--- src/rtl/enhlock_pkg.sv ---
package enhlock_pkg;
    localparam int DW   = 8;
    localparam int AW   = 3;
    localparam int NREG = 5;
    localparam int ENA_BIT = 4;

    typedef enum logic {
        ST_LOCKED = 1'b0,
        ST_OPEN   = 1'b1
    } lock_state_e;

    localparam logic [AW-1:0] A_IER  = 3'd0;
    localparam logic [AW-1:0] A_ISR  = 3'd1;
    localparam logic [AW-1:0] A_FCR  = 3'd2;
    localparam logic [AW-1:0] A_MCR  = 3'd3;
    localparam logic [AW-1:0] A_FEAT = 3'd4;

    // guarded-field masks, indexed by register address
    localparam logic [DW-1:0] GUARD [NREG] = '{8'hF0, 8'h30, 8'h30, 8'hE0, 8'h00};
endpackage

--- src/rtl/enh_reg_slice.sv ---
module enh_reg_slice
    import enhlock_pkg::*;
#(
    parameter logic [AW-1:0] ADDR  = '0,
    parameter logic [DW-1:0] GMASK = '0
) (
    input  logic          clk,
    input  logic          rst_n,
    input  logic          wr_en,
    input  logic [AW-1:0] wr_addr,
    input  logic [DW-1:0] wr_data,
    input  logic          open,
    output logic [DW-1:0] q
);
    logic          hit;
    logic [DW-1:0] keep;
    logic [DW-1:0] nxt;

    always_comb begin
        hit  = wr_en && (wr_addr == ADDR);
        keep = open ? '0 : GMASK;
        nxt  = (q & keep) | (wr_data & ~keep);
    end

    always_ff @(posedge clk or negedge rst_n) begin
        if (!rst_n)   q <= '0;
        else if (hit) q <= nxt;
    end
endmodule

--- src/rtl/enh_lock_fsm.sv ---
module enh_lock_fsm
    import enhlock_pkg::*;
(
    input  logic          clk,
    input  logic          rst_n,
    input  logic          wr_en,
    input  logic [AW-1:0] wr_addr,
    input  logic          ena_bit,
    output logic          open
);
    lock_state_e state, state_nxt;
    logic feat_wr;

    always_ff @(posedge clk or negedge rst_n) begin
        if (!rst_n) state <= ST_LOCKED;
        else        state <= state_nxt;
    end

    always_comb begin
        feat_wr   = wr_en && (wr_addr == A_FEAT);
        state_nxt = state;
        unique case (state)
            ST_LOCKED: if (feat_wr && ena_bit)  state_nxt = ST_OPEN;   // T_UNLOCK
            ST_OPEN:   if (feat_wr && !ena_bit) state_nxt = ST_LOCKED; // T_LOCK
            default:   state_nxt = ST_LOCKED;
        endcase
    end

    always_comb begin
        unique case (state)
            ST_OPEN: open = 1'b1;
            default: open = 1'b0;
        endcase
    end
endmodule

--- src/rtl/enh_lock_top.sv ---
module enh_lock_top
    import enhlock_pkg::*;
(
    input  logic          clk,
    input  logic          rst_n,
    input  logic          wr_en,
    input  logic [AW-1:0] wr_addr,
    input  logic [DW-1:0] wr_data,
    input  logic [AW-1:0] rd_addr,
    output logic [DW-1:0] rd_data,
    output logic [DW-1:0] ier_q,
    output logic [DW-1:0] isr_q,
    output logic [DW-1:0] fcr_q,
    output logic [DW-1:0] mcr_q,
    output logic [DW-1:0] feat_q,
    output logic          enh_open
);
    logic [DW-1:0] regs [NREG];
    logic          open;

    enh_lock_fsm u_fsm (
        .clk     (clk),
        .rst_n   (rst_n),
        .wr_en   (wr_en),
        .wr_addr (wr_addr),
        .ena_bit (wr_data[ENA_BIT]),
        .open    (open)
    );

    for (genvar g = 0; g < NREG; g++) begin : g_reg
        enh_reg_slice #(
            .ADDR  (AW'(g)),
            .GMASK (GUARD[g])
        ) u_slice (
            .clk     (clk),
            .rst_n   (rst_n),
            .wr_en   (wr_en),
            .wr_addr (wr_addr),
            .wr_data (wr_data),
            .open    (open),
            .q       (regs[g])
        );
    end

    always_comb begin
        ier_q    = regs[A_IER];
        isr_q    = regs[A_ISR];
        fcr_q    = regs[A_FCR];
        mcr_q    = regs[A_MCR];
        feat_q   = regs[A_FEAT];
        enh_open = open;
        unique case (rd_addr)
            A_IER:   rd_data = regs[A_IER];
            A_ISR:   rd_data = regs[A_ISR];
            A_FCR:   rd_data = regs[A_FCR];
            A_MCR:   rd_data = regs[A_MCR];
            A_FEAT:  rd_data = regs[A_FEAT];
            default: rd_data = '0;
        endcase
    end
endmodule

--- config.mk ---
export PLATFORM = sky130hd
export DESIGN_NAME = enh_lock_top
export DESIGN_NICKNAME = d
export VERILOG_FILES = /design/src/rtl/enhlock_pkg.sv /design/src/rtl/enh_reg_slice.sv /design/src/rtl/enh_lock_fsm.sv /design/src/rtl/enh_lock_top.sv
export SDC_FILE = /design/constraint.sdc
export NUM_CORES = 1
export LEC_CHECK = 0
export ABC_AREA = 1
export BUFFER_PORTS_ARGS = -buffer_cell sky130_fd_sc_hd__buf_2
export CAP_MARGIN = 5
export CORE_MARGIN = 5
export CORE_UTILIZATION = 35
export DETAILED_ROUTE_END_ITERATION = 7
export SYNTH_ARGS = -nofsm -noshare
export SYNTH_HDL_FRONTEND = slang
export SYNTH_SLANG_ARGS = --single-unit
--- constraint.sdc ---
create_clock -name clk -period 1.2 [get_ports clk]
set_input_delay 0.12 -clock clk [delete_from_list [all_inputs] [get_ports clk]]
set_output_delay 0.12 -clock clk [all_outputs]
set_load 0.1 [all_outputs]
==> results of run 1 <==
[layout by cell type (no fill, tap or decap), drive strengths merged]
cell type,n
buf,125
bufinv,1
clkbuf,6
clkinv,1
dfrtp,40
dlygate4sd3,1
inv,35
nand2,69
nand3,30
nand4,7
nor2,32
o21ai,38
[worst max path at each step]
stage,slack [ns],cells past startpoint,endpoint,startpoint
after floorplan,-0.07,5,rd_data[4],g_reg[4].u_slice.q[4]
after CTS,-0.22,5,rd_data[5],register
after global placement,-0.12,7,rd_data[5],rd_addr[2]
after global routing,-0.26,5,rd_data[5],register
final,-0.23,5,rd_data[5],register
after detailed placement,-0.14,7,rd_data[7],rd_addr[2]
[cell families (layout without fill, tap and decap cells)]
kind of cell           after synthesis  after routing  synth area share, %
buffers and inverters               45            169                9.782
and+or+nand+nor                    138            138                29.78
DFF                                 40             40                49.84
AOI/OAI and AO/OA                   38             38                10.59
[power by group through the flow]
stage	sequential, uW	combinational, uW	clock, uW
after floorplan	4260	936	0
after global placement	2180	5050	0
after detailed placement	2190	5090	0
after CTS	2100	5500	1100
after global routing	2160	5980	1170
final	2120	5780	1070
[timing repair]
| action | 4_1_cts | 5_1_grt |
|---|---|---|
| hold buffers | 1 | 0 |
| buffers inserted | 19 | 19 |
| endpoints found under the hold margin | 40 | 0 |
| setup endpoints to repair | 16 | 42 |
| resized for setup | 49 | 52 |
| pin swaps | 39 | 20 |
[metrics by stage]
step | cells | cell area (sq um) | hold slack, ns | setup slack [ns]
2_1_floorplan | 261 | 2313 | -0.1756 | -0.07426
3_3_place_gp | 419 | 3635 | 0.1060 | -0.1182
3_5_place_dp | 419 | 3635 | 0.1113 | -0.1424
4_1_cts | 446 | 4069 | 0.09265 | -0.2225
5_1_grt | 457 | 4302 | 0.1040 | -0.2634
6_report | 457 | 4302 | 0.08820 | -0.2257
[cells in the mapped netlist (all sizes together)]
master,count,share of area (%)
clkbuf,1,0.19
o21ai,38,11
dfrtp,40,50
buf,9,3.1
nand4,7,2.2
nand3,30,8.0
inv,35,6.5
nor2,32,6.6
nand2,69,13
[metal layers]
metal | vias up | part of all wire (%)
met5 | - | 0
met4 | 0 | 0.63
met3 | 2 | 4.6
met2 | 66 | 57
met1 | 1099 | 38
li1 | 1076 | -
[worst register-to-register path, delay by kind of cell (launching register included)]
| family | cells | cell delay, ns |
|---|---|---|
| and+or+nand+nor | 3 | 0.26 |
| buffers and inverters | 3 | 0.37 |
| DFF | 1 | 0.50 |
[final cells by class]
cell class / instances / share of cell area, %
timing repair buffer: 126 / 38.89
multi-input combinational: 176 / 26.82
sequential: 40 / 26.64
inverter: 35 / 3.054
tap: 72 / 2.094
clock buffer: 6 / 1.687
clock inverter: 2 / 0.8144
==> key figures, run 1 <==
Status
  – Outcome: complete, but fails checks
  – Failing checks: negative setup slack

Critical path
  – Buf/Inv on CP: 1
  – Critical Path AT: 1.31 ns
  – Kind of critical path: register to output port
  – Register-to-Register Path Depth: 6
  – Crit-path slowest cell: dfrtp_4
  – WP data required: 1.08 ns
  – Cell family with most CP delay: flip-flops
  – Reg2reg start: g_reg[4].u_slice.q[4]
  – Flop2flop setup slack: 0 ns
  – CP endpoint kind: output port
  – Worst-path cell chain: nand3_2, nand2_2, nor2_4, nand2_8, buf_12
  – Crit-path max FO: 2
  – CP max stage delay: 0.49 ns
  – Startpoint Class: register

Die
  – Die Height: 85.75 um
  – Die W: 85.75 um
  – CORE AREA: 0.005540 sq mm
  – Rows: 27
  – Starting Density: 36.25%
  – Die area: 0.007352 sq mm
  – Number of I/O pins: 66

Clocking
  – CTS tree: done
  – Total CTS buffers: 5
  – # clock sinks: 40
  – Latest clock arrival within the worst-skew pair: 0.28 ns
  – Worst-case clock buffer depth: 2
  – CTS H-tree lvls: 2
  – Root Driver: clkbuf_8
  – Worst-path clk slew: 0.08 ns

Cells and area
  – Ant. Diodes: 0
  – Post-Route Utilization: 77.64%
  – Layout cell share with drive strength beyond 1: 65.45%
  – Nets: 401
  – Multi-input gate area: 0.001154 sq mm
  – Area Growth Syn to Fin: 114.2%
  – Seq. cell area: 0.001146 sq mm
  – Layout fillers: 340

GRT
  – GR Layer Usage met1: 24.04%
  – Grt ovf: 0
  – Largest net degree at the start of global routing: 41
  – Met3 usage: 2.786%
  – Number of global-route vias before repair: 2217
  – All-Layer GR Usage: 19.19%
  – Antenna violations before repair: 0
  – Met2 Use GR: 34.39%
  – GRT busiest layer: met2
  – Global-route wire length before repair: 11050 um

Synth
  – Mapped cell area: 0.002008 sq mm
  – Synth warn: 0
  – Post-Synthesis Cells: 261
  – Sequential area share after synthesis: 49.84%
  – Seq cells post-synth: 40
  – Syn_nets: 278
  – Syn Area/Cell: 7.694 sq um
  – Cell variety after synth: 18

Timing
  – Least-Margin Pin Slew: 0.3296 ns
  – Post-layout min period: 1.426 ns
  – Tcrit/Tclk final: 118.8%
  – Slew headroom: 77.95%
  – Worst Skew: 0.002711 ns
  – Final Hold Viols: 0
  – Final setup vio count: 14
  – RSZ-0062 raised after global routing: true
  – Max Slew Vio Count: 0
  – Setup tns final: -1.854 ns
  – Maximum clock rate: 701.4 MHz
  – Slack of the critical path: -0.2257 ns

Hold path
  – Worst Hold Path Cells: 3
  – Min-delay src: wr_data[4]
  – Worst Hold Class: input pin to register

Power
  – Power density cells: 2087 mW/mm^2
  – Pint: 4645 uW
  – Clock power share: 12.0%
  – P_sw: 4331 uW
  – Total power: 8976 uW
  – Sequential share of power: 23.6%
  – Sw Ratio: 48.25%
  – Leak pwr: 0.001905 uW
  – Comb power frac: 64.4%
  – Peak VDD IR: 1.249 mV

Drt
  – Via count: 2243
  – DRC Markers: 0
  – Antenna viol nets, final: 0
  – DRC marker count from the first detailed-route iteration: 166
  – Routed len/inst: 16.21 um
  – DRT Wirelength: 7410 um
  – Routed vias/inst: 4.908
  – DR pass1 iterations: 4

Place
  – Routability Congestion: 0.8127
  – DP HPWL: 4796 um
  – Port Buf Inserts: 65

Job
  – Max-Cap Viols: 0
(Power assumes the default switching activity.)
==> run 2, diff against run 1 <==
Settings changed: ABC_AREA 1 to unset, CTS_CLUSTER_DIAMETER set to 120.
==> run 2 against run 1 <==
The run still ends with negative setup slack left. Power increased by 9.5%. First-iteration DRC count down 67%. Sequential cell count did not move. Count of clock-buffer cells in the layout increased by 2. Sequential share of layout area increased by 0.68 points. Critical path depth down 1. Critical endpoint is now rd_data[3]. Largest power group unchanged.
==> key figures, run 2 <==
Status
  – Outcome: complete, but fails checks
  – Failing checks: negative setup slack

GRT
  – Antenna violations before repair: 0 (unchanged)
  – Global-route wire length before repair: 10380 um (-6.1%)
  – All-Layer GR Usage: 18.63% (-0.56 points)
  – Number of global-route vias before repair: 1903 (-14%)
  – Grt ovf: 0 (unchanged)
  – Largest net degree at the start of global routing: 41 (unchanged)

Critical path
  – Register-to-Register Path Depth: 4 (-2)
  – Reg2reg start: g_reg[4].u_slice.q[4]
  – Worst-path cell chain: mux2i_1, o22ai_2, a21o_4, buf_12
  – CP endpoint kind: output port
  – CP max stage delay: 0.48 ns (about the same)
  – WP data required: 1.08 ns (about the same)
  – Flop2flop setup slack: -0.08 ns (-0.08 ns)
  – Startpoint Class: register
  – CP Launch Point: g_reg[3].u_slice.q[3]
  – Crit-path max FO: 2 (unchanged)
  – Kind of critical path: register to output port
  – Crit-path slowest cell: dfrtp_4
  – Critical Path AT: 1.43 ns (+0.12 ns)

Place
  – Routability Congestion: 0.8507 (+4.7%)
  – Port Buf Inserts: 65 (unchanged)
  – DP HPWL: 4659 um (-2.9%)
  – Placed inst area: 0.003692 sq mm (+1.6%)

Power
  – P_sw: 4777 uW (+10%)
  – Leak pwr: 0.001739 uW (-8.7%)
  – Sequential share of power: 22.8% (-0.8 points)
  – Clock power share: 9.4% (-2.6 points)
  – Pint: 5048 uW (+8.7%)
  – Comb power frac: 67.8% (+3.4 points)
  – Sw Ratio: 48.62% (+0.37 points)
  – Power density cells: 2390 mW/mm^2 (+15%)
  – Peak VDD IR: 1.732 mV (+39%)

Die
  – Die area: 0.007012 sq mm (-4.6%)
  – Die W: 83.74 um (-2.3%)
  – Starting Density: 36.56% (+0.32 points)
  – Rows: 26 (-3.7%)
  – Number of I/O pins: 66 (unchanged)
  – Die Height: 83.74 um (-2.3%)
  – CORE AREA: 0.005205 sq mm (-6.1%)

Synth
  – Post-Synth Simple-Gate Area: 7.495% (-22 points)
  – Top cells by count, synth: 40 x dfrtp_1, 40 x mux2_2, 15 x mux2i_1
  – Seq cells post-synth: 40 (unchanged)
  – Number of synthesized flops with an enable pin: 0 (unchanged)
  – Post-Synthesis Cells: 136 (-48%)
  – Multiplexer area fraction after synthesis: 31.56% (+32 points)
  – Async SR Flop Fraction: 100.0% (unchanged)
  – Main combinational cell family by area after synthesis: multiplexers
  – Post-Synth XOR/XNOR Area: 0% (unchanged)
  – Compound-Gate Fraction of Synth Area: 5.654% (-4.9 points)
  – Most used DFF post-synth: dfrtp_1
  – Top-area cell type share of the netlist area: 52.60% (+2.8 points)
  – Synth area leaders: dfrtp_1 53%, mux2_2 24%, mux2i_1 7.9%
  – Cell variety after synth: 25 (+7)
  – Post-synthesis adder-cell area fraction: 0% (unchanged)
  – Area leader, netlist: dfrtp_1
  – Synth warn: 0 (unchanged)
  – Sequential area share after synthesis: 52.60% (+2.8 points)
  – Syn_nets: 153 (-45%)
  – Mapped cell area: 0.001903 sq mm (-5.2%)
  – Syn Area/Cell: 13.99 sq um (+82%)

Hold path
  – Worst Hold Path Cells: 2 (-1)
  – Worst Hold Class: input pin to register
  – Min-delay src: wr_data[0]

Cells and area
  – Area Growth Syn to Fin: 116.0%
  – Most common cell after layout, fill and taps aside: buf_12
  – Design Area, Final: 0.004111 sq mm (-4.4%)
  – Ant. Diodes: 0 (unchanged)
  – Seq. cell area: 0.001124 sq mm (-2.0%)
  – Layout fillers: 284 (-16%)
  – Nets: 279 (-30%)
  – Layout cell share with drive strength beyond 1: 93.16% (+28 points)
  – Multi-input gate area: 0.001102 sq mm (-4.4%)
  – Most frequent cells in the layout: 54 x buf_12, 38 x mux2_2, 30 x buf_6

Drt
  – DRT Wirelength: 6507 um (-12%)
  – DR pass1 iterations: 4 (unchanged)
  – Routed vias/inst: 4.997 (+1.8%)
  – Antenna viol nets, final: 0 (unchanged)
  – Routed len/inst: 19.54 um (+21%)
  – DRC Markers: 0 (unchanged)
  – DRC marker count from the first detailed-route iteration: 55 (-67%)
  – Via count: 1664 (-26%)

Clocking
  – CTS tree: done
  – CTS H-tree lvls: 2 (unchanged)
  – Total CTS buffers: 5 (unchanged)
  – Worst-case clock buffer depth: 2 (unchanged)
  – Worst-path clk slew: 0.07 ns (about the same)
  – # clock sinks: 40 (unchanged)
  – Root Driver: clkbuf_8
  – Latest clock arrival within the worst-skew pair: 0.28 ns (about the same)

Job
  – Max-Cap Viols: 0 (unchanged)

Timing
  – Setup tns final: -2.775 ns (-0.9205 ns)
  – Final Hold Viols: 0 (unchanged)
  – Final setup vio count: 15 (+1)
  – Slew headroom: 80.37% (+2.4 points)
  – Slack of the critical path: -0.3460 ns (-0.1203 ns)
  – Worst Skew: 0.001477 ns (-0.001234 ns)
  – RSZ-0062 raised after global routing: true
  – Tcrit/Tclk final: 128.8% (+10 points)
  – Max Slew Vio Count: 0 (unchanged)
  – Least-Margin Pin Slew: 0.2945 ns (-0.03505 ns)
  – Maximum clock rate: 646.8 MHz (-7.8%)
  – Post-layout min period: 1.546 ns (+0.1203 ns)
## run 2: cells by family (layout without fill, tap and decap cells)
group,after synthesis,count (layout)
buffers and inverters,10,137
DFF,40,40
AOI/OAI and AO/OA,15,15
muxes,55,55
and+or+nand+nor,16,16
## run 2: final timing paths
kind,end
worst max-delay path,rd_data[3]
worst max register to register,register
max in group asynchronous,g_reg[2].u_slice.q[7]
min in group asynchronous,asynchronous set/reset pin
worst min-delay path,g_reg[1].u_slice.q[0]
worst min register to register,g_reg[4].u_slice.q[1]
## run 2: final cells by class
class | count | area share (%)
Clock buffer | 8 | 2.191
Inverter | 3 | 0.2739
Multi-Input combinational cell | 86 | 26.81
Sequential cell | 40 | 27.33
Tap cell | 70 | 2.130
Timing Repair Buffer | 126 | 41.27
## run 2: metrics by stage
stage	std cells	worst slack, ns	power [uW]	util [%]	hold WS [ns]
floorplan	136	-0.3650	5823	-	-0.1756
global placement	310	-0.09625	8317	70.94	0.1014
detailed placement	310	-0.1329	8422	70.94	0.1069
CTS	329	-0.3771	9676	76.71	0.1159
global route	333	-0.4095	10120	78.99	0.1194
finish	333	-0.3460	9825	78.99	0.1223
## run 2: repair_timing
item / CTS / global route
hold buffers: 1 / 0
gates cloned: 0 / 0
pin swaps: 0 / 2
hold endpoints to repair: 40 / 0
resized for setup: 28 / 23
setup buffers: 11 / 8
setup endpoints to repair: 23 / 39
## run 2: power by group through the flow
stage                     Combinational, uW  Sequential, uW  Clock [uW]
after floorplan                        1110            4720           0
after global placement                 6100            2220           0
after detailed placement               6180            2240           0
after CTS                              6530            2200         943
after global routing                   6840            2290         991
final                                  6660            2240         922
## run 2: metal layers
layer	share of wire (%)	GRT usage, %	up-vias
li1	-	-	750
met1	42	22.32	846
met2	51	33.04	55
met3	4.7	4.442	13
met4	2.4	5.409	0
met5	0	0	-
## run 2: worst max-delay path: cells and delay by family, from the launching register on
| family | cells | cell delay [ns] |
|---|---|---|
| buf+inv | 1 | 0.16 |
| compound gates | 2 | 0.31 |
| flops | 1 | 0.48 |
| mux | 1 | 0.19 |
